## config.mk

```make
export PLATFORM = sky130hd
export DESIGN_NAME = nand_phase_decoder
export DESIGN_NICKNAME = d
export VERILOG_FILES = /design/src/rtl/nand_dec_pkg.sv /design/src/rtl/nand_offset_decode.sv /design/src/rtl/nand_slot_builder.sv /design/src/rtl/nand_cycle_emitter.sv /design/src/rtl/nand_phase_decoder.sv
export SDC_FILE = /design/constraint.sdc
export NUM_CORES = 1
export LEC_CHECK = 0
export BUFFER_PORTS_ARGS = -buffer_cell sky130_fd_sc_hd__buf_2
export CAP_MARGIN = 30
export CORE_ASPECT_RATIO = 1.5
export CORE_MARGIN = 4
export CORE_UTILIZATION = 55
export CTS_CLUSTER_DIAMETER = 120
export DETAILED_ROUTE_END_ITERATION = 8
export HOLD_SLACK_MARGIN = 0.05
export PLACE_DENSITY = 0.8
export RECOVER_POWER = 50
export SYNTH_ARGS = -nofsm -noshare
export SYNTH_HDL_FRONTEND = slang
export SYNTH_SLANG_ARGS = --single-unit
```

## constraint.sdc

```tcl
create_clock -name clk -period 3.3 [get_ports clk]
set_input_delay 0.99 -clock clk [delete_from_list [all_inputs] [get_ports clk]]
set_output_delay 0.99 -clock clk [all_outputs]
set_load 0.03 [all_outputs]
```

## src/rtl/nand_dec_pkg.sv

```systemverilog
package nand_dec_pkg;

  typedef struct packed {
    logic       cle;
    logic       ale;
    logic       ecc;
    logic [7:0] io;
  } nand_slot_t;

  typedef enum logic [1:0] {
    KIND_NONE      = 2'd0,
    KIND_CMD_FIRST = 2'd1,
    KIND_CMD_REST  = 2'd2,
    KIND_DATA      = 2'd3
  } wr_kind_e;

  localparam nand_slot_t IDLE_SLOT = '0;

  // number of address bytes that fit in one payload word
  function automatic int fit_lanes(int wanted, int lanes);
    return (wanted < lanes) ? wanted : lanes;
  endfunction

  // byte cycles issued by one write
  function automatic int data_cycles(int lanes, logic trailing_cmd);
    return lanes + (trailing_cmd ? 1 : 0);
  endfunction

endpackage

```

## src/rtl/nand_offset_decode.sv

```systemverilog
module nand_offset_decode
  import nand_dec_pkg::*;
#(
  parameter int ADDR_W    = 24,
  parameter int CMD_BIT   = 21,
  parameter int DATA_BIT  = 20,
  parameter int OPC_LSB   = 0,
  parameter int NADDR_LSB = 8,
  parameter int NADDR_W   = 3,
  parameter int ECC_BIT   = 12,
  parameter int C2V_BIT   = 13
) (
  input  logic [ADDR_W-1:0]  addr,
  input  logic               waiting,
  output wr_kind_e           kind,
  output logic [7:0]         opcode,
  output logic [NADDR_W-1:0] naddr,
  output logic               ecc_flag,
  output logic               cmd2_valid
);

  logic sel_cmd;
  logic sel_data;

  assign sel_cmd    = addr[CMD_BIT];
  assign sel_data   = addr[DATA_BIT];
  assign opcode     = addr[OPC_LSB +: 8];
  assign naddr      = addr[NADDR_LSB +: NADDR_W];
  assign ecc_flag   = addr[ECC_BIT];
  assign cmd2_valid = addr[C2V_BIT];

  always_comb begin
    kind = KIND_NONE;
    if (sel_cmd && !sel_data) begin
      kind = waiting ? KIND_CMD_REST : KIND_CMD_FIRST;
    end else if (sel_data && !sel_cmd) begin
      kind = waiting ? KIND_NONE : KIND_DATA;
    end
  end

endmodule

```

## src/rtl/nand_slot_builder.sv

```systemverilog
module nand_slot_builder
  import nand_dec_pkg::*;
#(
  parameter int DATA_W  = 32,
  parameter int NADDR_W = 3,
  localparam int LANES  = DATA_W / 8,
  localparam int SLOTS  = LANES + 1,
  localparam int CNT_W  = $clog2(SLOTS + 1)
) (
  input  wr_kind_e           kind,
  input  logic [7:0]         opcode,
  input  logic [NADDR_W-1:0] naddr,
  input  logic [NADDR_W-1:0] rem_in,
  input  logic [DATA_W-1:0]  wdata,
  input  logic               ecc_flag,
  input  logic               cmd2_valid,
  output nand_slot_t         slots [SLOTS],
  output logic [CNT_W-1:0]   count,
  output logic [NADDR_W-1:0] rem_out
);

  int take;

  always_comb begin
    for (int i = 0; i < SLOTS; i++) slots[i] = IDLE_SLOT;
    count   = '0;
    rem_out = rem_in;
    take    = 0;
    unique case (kind)
      KIND_CMD_FIRST: begin
        take     = fit_lanes(int'(naddr), LANES);
        slots[0] = '{cle: 1'b1, ale: 1'b0, ecc: 1'b0, io: opcode};
        for (int i = 0; i < LANES; i++) begin
          if (i < take) slots[i+1] = '{cle: 1'b0, ale: 1'b1, ecc: 1'b0, io: wdata[8*i +: 8]};
        end
        count   = CNT_W'(1 + take);
        rem_out = NADDR_W'(int'(naddr) - take);
      end
      KIND_CMD_REST: begin
        take = fit_lanes(int'(rem_in), LANES);
        for (int i = 0; i < LANES; i++) begin
          if (i < take) slots[i] = '{cle: 1'b0, ale: 1'b1, ecc: 1'b0, io: wdata[8*i +: 8]};
        end
        count   = CNT_W'(take);
        rem_out = NADDR_W'(int'(rem_in) - take);
      end
      KIND_DATA: begin
        for (int i = 0; i < LANES; i++) begin
          slots[i] = '{cle: 1'b0, ale: 1'b0, ecc: 1'b0, io: wdata[8*i +: 8]};
        end
        slots[LANES-1].ecc = ecc_flag;
        if (cmd2_valid) slots[LANES] = '{cle: 1'b1, ale: 1'b0, ecc: 1'b0, io: opcode};
        count = CNT_W'(data_cycles(LANES, cmd2_valid));
      end
      default: begin
        count = '0;
      end
    endcase
  end

endmodule

```

## src/rtl/nand_cycle_emitter.sv

```systemverilog
module nand_cycle_emitter
  import nand_dec_pkg::*;
#(
  parameter int SLOTS = 5,
  parameter int CNT_W = 3
) (
  input  logic             clk,
  input  logic             rst_n,
  input  logic             load,
  input  nand_slot_t       slots_in [SLOTS],
  input  logic [CNT_W-1:0] count_in,
  output nand_slot_t       cur,
  output logic             cur_valid,
  output logic             ecc_pulse,
  output logic             idle
);

  nand_slot_t       q [SLOTS];
  logic [CNT_W-1:0] pos;
  logic [CNT_W-1:0] left;

  assign idle = (left == '0);

  always_ff @(posedge clk or negedge rst_n) begin
    if (!rst_n) begin
      cur       <= IDLE_SLOT;
      cur_valid <= 1'b0;
      ecc_pulse <= 1'b0;
      pos       <= '0;
      left      <= '0;
    end else begin
      ecc_pulse <= cur_valid & cur.ecc;
      if (load) begin
        q         <= slots_in;
        cur       <= slots_in[0];
        cur_valid <= 1'b1;
        pos       <= CNT_W'(1);
        left      <= count_in - CNT_W'(1);
      end else if (left != '0) begin
        cur       <= q[pos];
        cur_valid <= 1'b1;
        pos       <= pos + CNT_W'(1);
        left      <= left - CNT_W'(1);
      end else begin
        cur       <= IDLE_SLOT;
        cur_valid <= 1'b0;
      end
    end
  end

endmodule

```

## src/rtl/nand_phase_decoder.sv

```systemverilog
module nand_phase_decoder
  import nand_dec_pkg::*;
#(
  parameter int ADDR_W    = 24,
  parameter int DATA_W    = 32,
  parameter int CMD_BIT   = 21,
  parameter int DATA_BIT  = 20,
  parameter int NADDR_LSB = 8,
  parameter int NADDR_W   = 3,
  parameter int ECC_BIT   = 12,
  parameter int C2V_BIT   = 13
) (
  input  logic              clk,
  input  logic              rst_n,
  input  logic              wr_valid,
  output logic              wr_ready,
  input  logic [ADDR_W-1:0] wr_addr,
  input  logic [DATA_W-1:0] wr_data,
  output logic              nand_cle,
  output logic              nand_ale,
  output logic              nand_we,
  output logic [7:0]        nand_io,
  output logic              ecc_last
);

  localparam int LANES = DATA_W / 8;
  localparam int SLOTS = LANES + 1;
  localparam int CNT_W = $clog2(SLOTS + 1);

  // named internal events, observed by the checker
  wr_kind_e           kind;
  logic               accept;
  logic               waiting;
  logic               load;

  logic [7:0]         opcode;
  logic [NADDR_W-1:0] naddr;
  logic               ecc_flag;
  logic               cmd2_valid;
  logic [NADDR_W-1:0] wait_rem;
  logic [NADDR_W-1:0] rem_next;
  nand_slot_t         slots [SLOTS];
  logic [CNT_W-1:0]   count;
  nand_slot_t         cur;
  logic               cur_valid;
  logic               ecc_pulse;
  logic               idle;

  assign waiting  = (wait_rem != '0);
  assign wr_ready = idle;
  assign accept   = wr_valid & wr_ready;
  assign load     = accept && (count != '0);

  nand_offset_decode #(
    .ADDR_W(ADDR_W), .CMD_BIT(CMD_BIT), .DATA_BIT(DATA_BIT), .OPC_LSB(0),
    .NADDR_LSB(NADDR_LSB), .NADDR_W(NADDR_W), .ECC_BIT(ECC_BIT), .C2V_BIT(C2V_BIT)
  ) u_dec (
    .addr(wr_addr), .waiting(waiting), .kind(kind), .opcode(opcode),
    .naddr(naddr), .ecc_flag(ecc_flag), .cmd2_valid(cmd2_valid)
  );

  nand_slot_builder #(.DATA_W(DATA_W), .NADDR_W(NADDR_W)) u_build (
    .kind(kind), .opcode(opcode), .naddr(naddr), .rem_in(wait_rem),
    .wdata(wr_data), .ecc_flag(ecc_flag), .cmd2_valid(cmd2_valid),
    .slots(slots), .count(count), .rem_out(rem_next)
  );

  nand_cycle_emitter #(.SLOTS(SLOTS), .CNT_W(CNT_W)) u_emit (
    .clk(clk), .rst_n(rst_n), .load(load), .slots_in(slots), .count_in(count),
    .cur(cur), .cur_valid(cur_valid), .ecc_pulse(ecc_pulse), .idle(idle)
  );

  always_ff @(posedge clk or negedge rst_n) begin
    if (!rst_n) begin
      wait_rem <= '0;
    end else if (accept && (kind == KIND_CMD_FIRST || kind == KIND_CMD_REST)) begin
      wait_rem <= rem_next;
    end
  end

  assign nand_we  = cur_valid;
  assign nand_cle = cur_valid & cur.cle;
  assign nand_ale = cur_valid & cur.ale;
  assign nand_io  = cur.io;
  assign ecc_last = ecc_pulse;

endmodule

```

==> summary.md <==
| Metric | Value |
|---|---|
| Diode count | 0 |
| Routed Antenna Nets | 0 |
| Crit. Startpoint | wait_rem[2] |
| Final wirelength | 8.39 mm |
| Port buffer count | 62 |
| Final core occ | 64.4% |
| Switching Share | 38.1% |
| Avg Inst Size Synth | 13.8 um^2 |
| Critical path required time | 3.50 ns |
| Drt first pass iters | 5 |
| CTS Sinks | 70 |
| Synth Instances | 249 |
| Initial antenna violation count | 0 |
| Power share of the combinational group | 38.8% |
| Fillers | 490 |
| Largest net degree at the start of global routing | 28 |
| Post-Syn Area | 3450 um^2 |
| Uppermost routed layer | met4 |
| Met1 wire length | 2.98 mm |
| Routed wl met3 | 822 um |
| Power per Cell Area | 788 nW/um^2 |
| Clock power frac | 19.7% |
| Post-route clock period utilization | 87.9% |
| Ys async rst share | 31.4% |
| Clock Latency Late Sink | 0.34 ns |
| RSZ-0062 raised after global routing | false |
| Pre-CTS WS | 0.0330 ns |
| Yosys cell types | 51 |
| Crit path kind | flop to flop |
| DRC errors left | 0 |
| Primary FF master, synth | edfxtp_1 |
| Yosys top cell by area | edfxtp_1 |
| Setup Viol. Count Final | 0 |
| CP Capture Type | flop |
| Number of synthesized flops with an enable pin | 48 |
| Fin Setup TNS | 0 ns |
| Switching power | 1.19 mW |
| Hold-fix buffers, CTS | 0 |
| Vias in the first global route | 2625 |
| Final worst-path setup slack | 0.400 ns |
| Synth warnings | 0 |
| Die W | 72.6 um |
| Status | complete, no violations |
| Worst-path fanout max | 9 |
| Clock Skew | 0.00821 ns |
| Final hold vios | 0 |
| H-tree Lvls | 3 |
| First DRT Iteration DRCs | 311 |
| Worst-path clk slew | 0.07 ns |
| Maxcap violations | 0 |
| Hold Worst Slack | 0.458 ns |
| Top cell type's share of synthesized area | 41.8% |
| Via Count | 2509 |
| Dpl hpwl | 5.74 mm |
| Most common library cells after synthesis | 49 x a22o_1, 48 x edfxtp_1, 22 x dfrtp_1, 13 x nand2_1 |
| Num ports | 72 |
| First-pass GRT wire length | 13.0 mm |
| Core Box Area | 6130 um^2 |
| Register area share after synthesis | 57.8% |
| Die Ht | 105 um |
| CTS max path bufs | 2 |
| Initial Utilization | 56.2% |
| Max Slew Vio Count | 0 |
| Clock root cell | clkbuf_8 |
| Total Nets Final | 377 |
| Peak supply drop | 0.490 mV |
| P&R area growth vs syn | 14.6% |
| Share of cells above drive strength 1 | 27.8% |
| Synth top area cells | edfxtp_1 42%, dfrtp_1 16%, a22o_1 12% |
| Tmin final | 2.90 ns |
| CP arrival | 3.10 ns |
| Met2 WL post-DR | 4.41 mm |
| TritonCTS Buffers | 9 |
| Startpoint Class | flop |
| Leak Pwr | 1.62 nW |
| Post-CTS sizing | 0 |
| Reg power frac | 41.5% |
| Crit Reg-Reg Startpoint | wait_rem[2] |
| RePlAce Congestion | 0.875 |
| Slew at the pin closest to its max-slew limit | 1.31 ns |
| Post-CTS Setup Inserts | 0 |
| Net Count, Synth | 314 |
| Hold Crit Start | u_emit.cur[8] |
| Hold Crit Class | flop to flop |
| Vias per cell | 6.42 |
| Max Fclk | 345 MHz |
| Num rows | 35 |
| Most frequent cell after synthesis | a22o_1 |
| Max-slew headroom | 12.9% |
| CTS tree | built |
| DIE AREA | 7620 um^2 |
| Internal power | 1.93 mW |
| FF+latch count, synth | 70 |
| Gr ovfl total | 0 |
| GRT Total Usage | 23.0% |
| Routed wire length per instance | 21.4 um |
kinds of logic (layout without fill, tap and decap cells):
logic type | Yosys count | count (layout) | synth area share (%)
simple gates | 49 | 49 | 8.64
flops | 70 | 70 | 57.8
mux | 11 | 11 | 6.46
xor+xnor | 2 | 2 | 0.508
fa+ha+maj | 6 | 6 | 2.18
compound gates | 83 | 83 | 19.9
other cells | 1 | 1 | 0.109
buf+inv | 27 | 95 | 4.43
cell type report:
class / instances / area [um^2] / share of cell area, %
flip-flops and latches: 70 / 1990 / 50.4
clock inverters: 6 / 37.5 / 0.951
inverters: 10 / 37.5 / 0.951
well taps: 74 / 92.6 / 2.34
multi-input cells: 152 / 1290 / 32.6
repair buffers: 69 / 364 / 9.22
clock buffers: 10 / 138 / 3.49
cells in the final DEF (no fill, tap or decap), types with 2 or more instances in the layout:
cell type / n
buf_2: 49
a21o_1: 3
buf_12: 2
nand2b_1: 3
and3_1: 2
mux4_2: 9
edfxtp_1: 48
and2_1: 2
o21ai_0: 6
clkinv_2: 4
clkbuf_1: 15
nand2_1: 13
clkinv_4: 2
buf_4: 3
a22o_1: 49
a32o_1: 9
xnor2_1: 2
inv_1: 9
mux2i_1: 2
nor2_1: 10
dfrtp_1: 22
a21oi_1: 7
nor2b_1: 3
ha_1: 6
clkbuf_8: 10
layer usage:
metal / vias up / global-route usage (%)
met4: 0 / 10.6
li1: 1111 / -
met5: - / 0
met2: 162 / 37.9
met3: 14 / 5.29
met1: 1222 / 28.3
metrics by stage:
stage | total power [mW] | cell area, um^2 | instances
2_1_floorplan | 2.25 | 3450 | 249
5_1_grt | 3.27 | 3950 | 391
3_3_place_gp | 2.52 | 3820 | 375
6_report | 3.11 | 3950 | 391
3_5_place_dp | 2.54 | 3820 | 375
4_1_cts | 3.14 | 3990 | 391
flip-flops by register name (all words and copies together) (netlist names):
signal            flops
u_emit.cur           11
u_emit.cur_valid      1
u_emit.ecc_pulse      1
u_emit.left           3
u_emit.pos            3
u_emit.q             48
wait_rem              3
critical path, stage by stage (launching register included):
cell and delay (ns):
dfrtp_1 0.48, nor3_1 1.02, nand2_4 0.14, a21oi_1 0.86
a22o_1 0.25
power groups by stage:
stage | clock, mW | combinational (mW) | sequential, mW
global placement | 0 | 1.20 | 1.31
CTS | 0.613 | 1.23 | 1.30
floorplan | 0 | 1.02 | 1.24
finish | 0.612 | 1.21 | 1.29
detailed placement | 0 | 1.23 | 1.32
global route | 0.653 | 1.30 | 1.31
path summary, 6_finish.rpt:
kind,end,slack [ns],cells past startpoint
worst max register to register,u_emit.q[40],0.40,4
max in group asynchronous,u_emit.pos[0],1.47,2
worst min register to register,u_emit.ecc_pulse,0.46,1
worst max-delay path,u_emit.q[40],0.40,4
worst min-delay path,u_emit.ecc_pulse,0.46,1
min in group asynchronous,u_emit.ecc_pulse,1.06,2
Note: power is estimated with default switching activity, not from simulation.
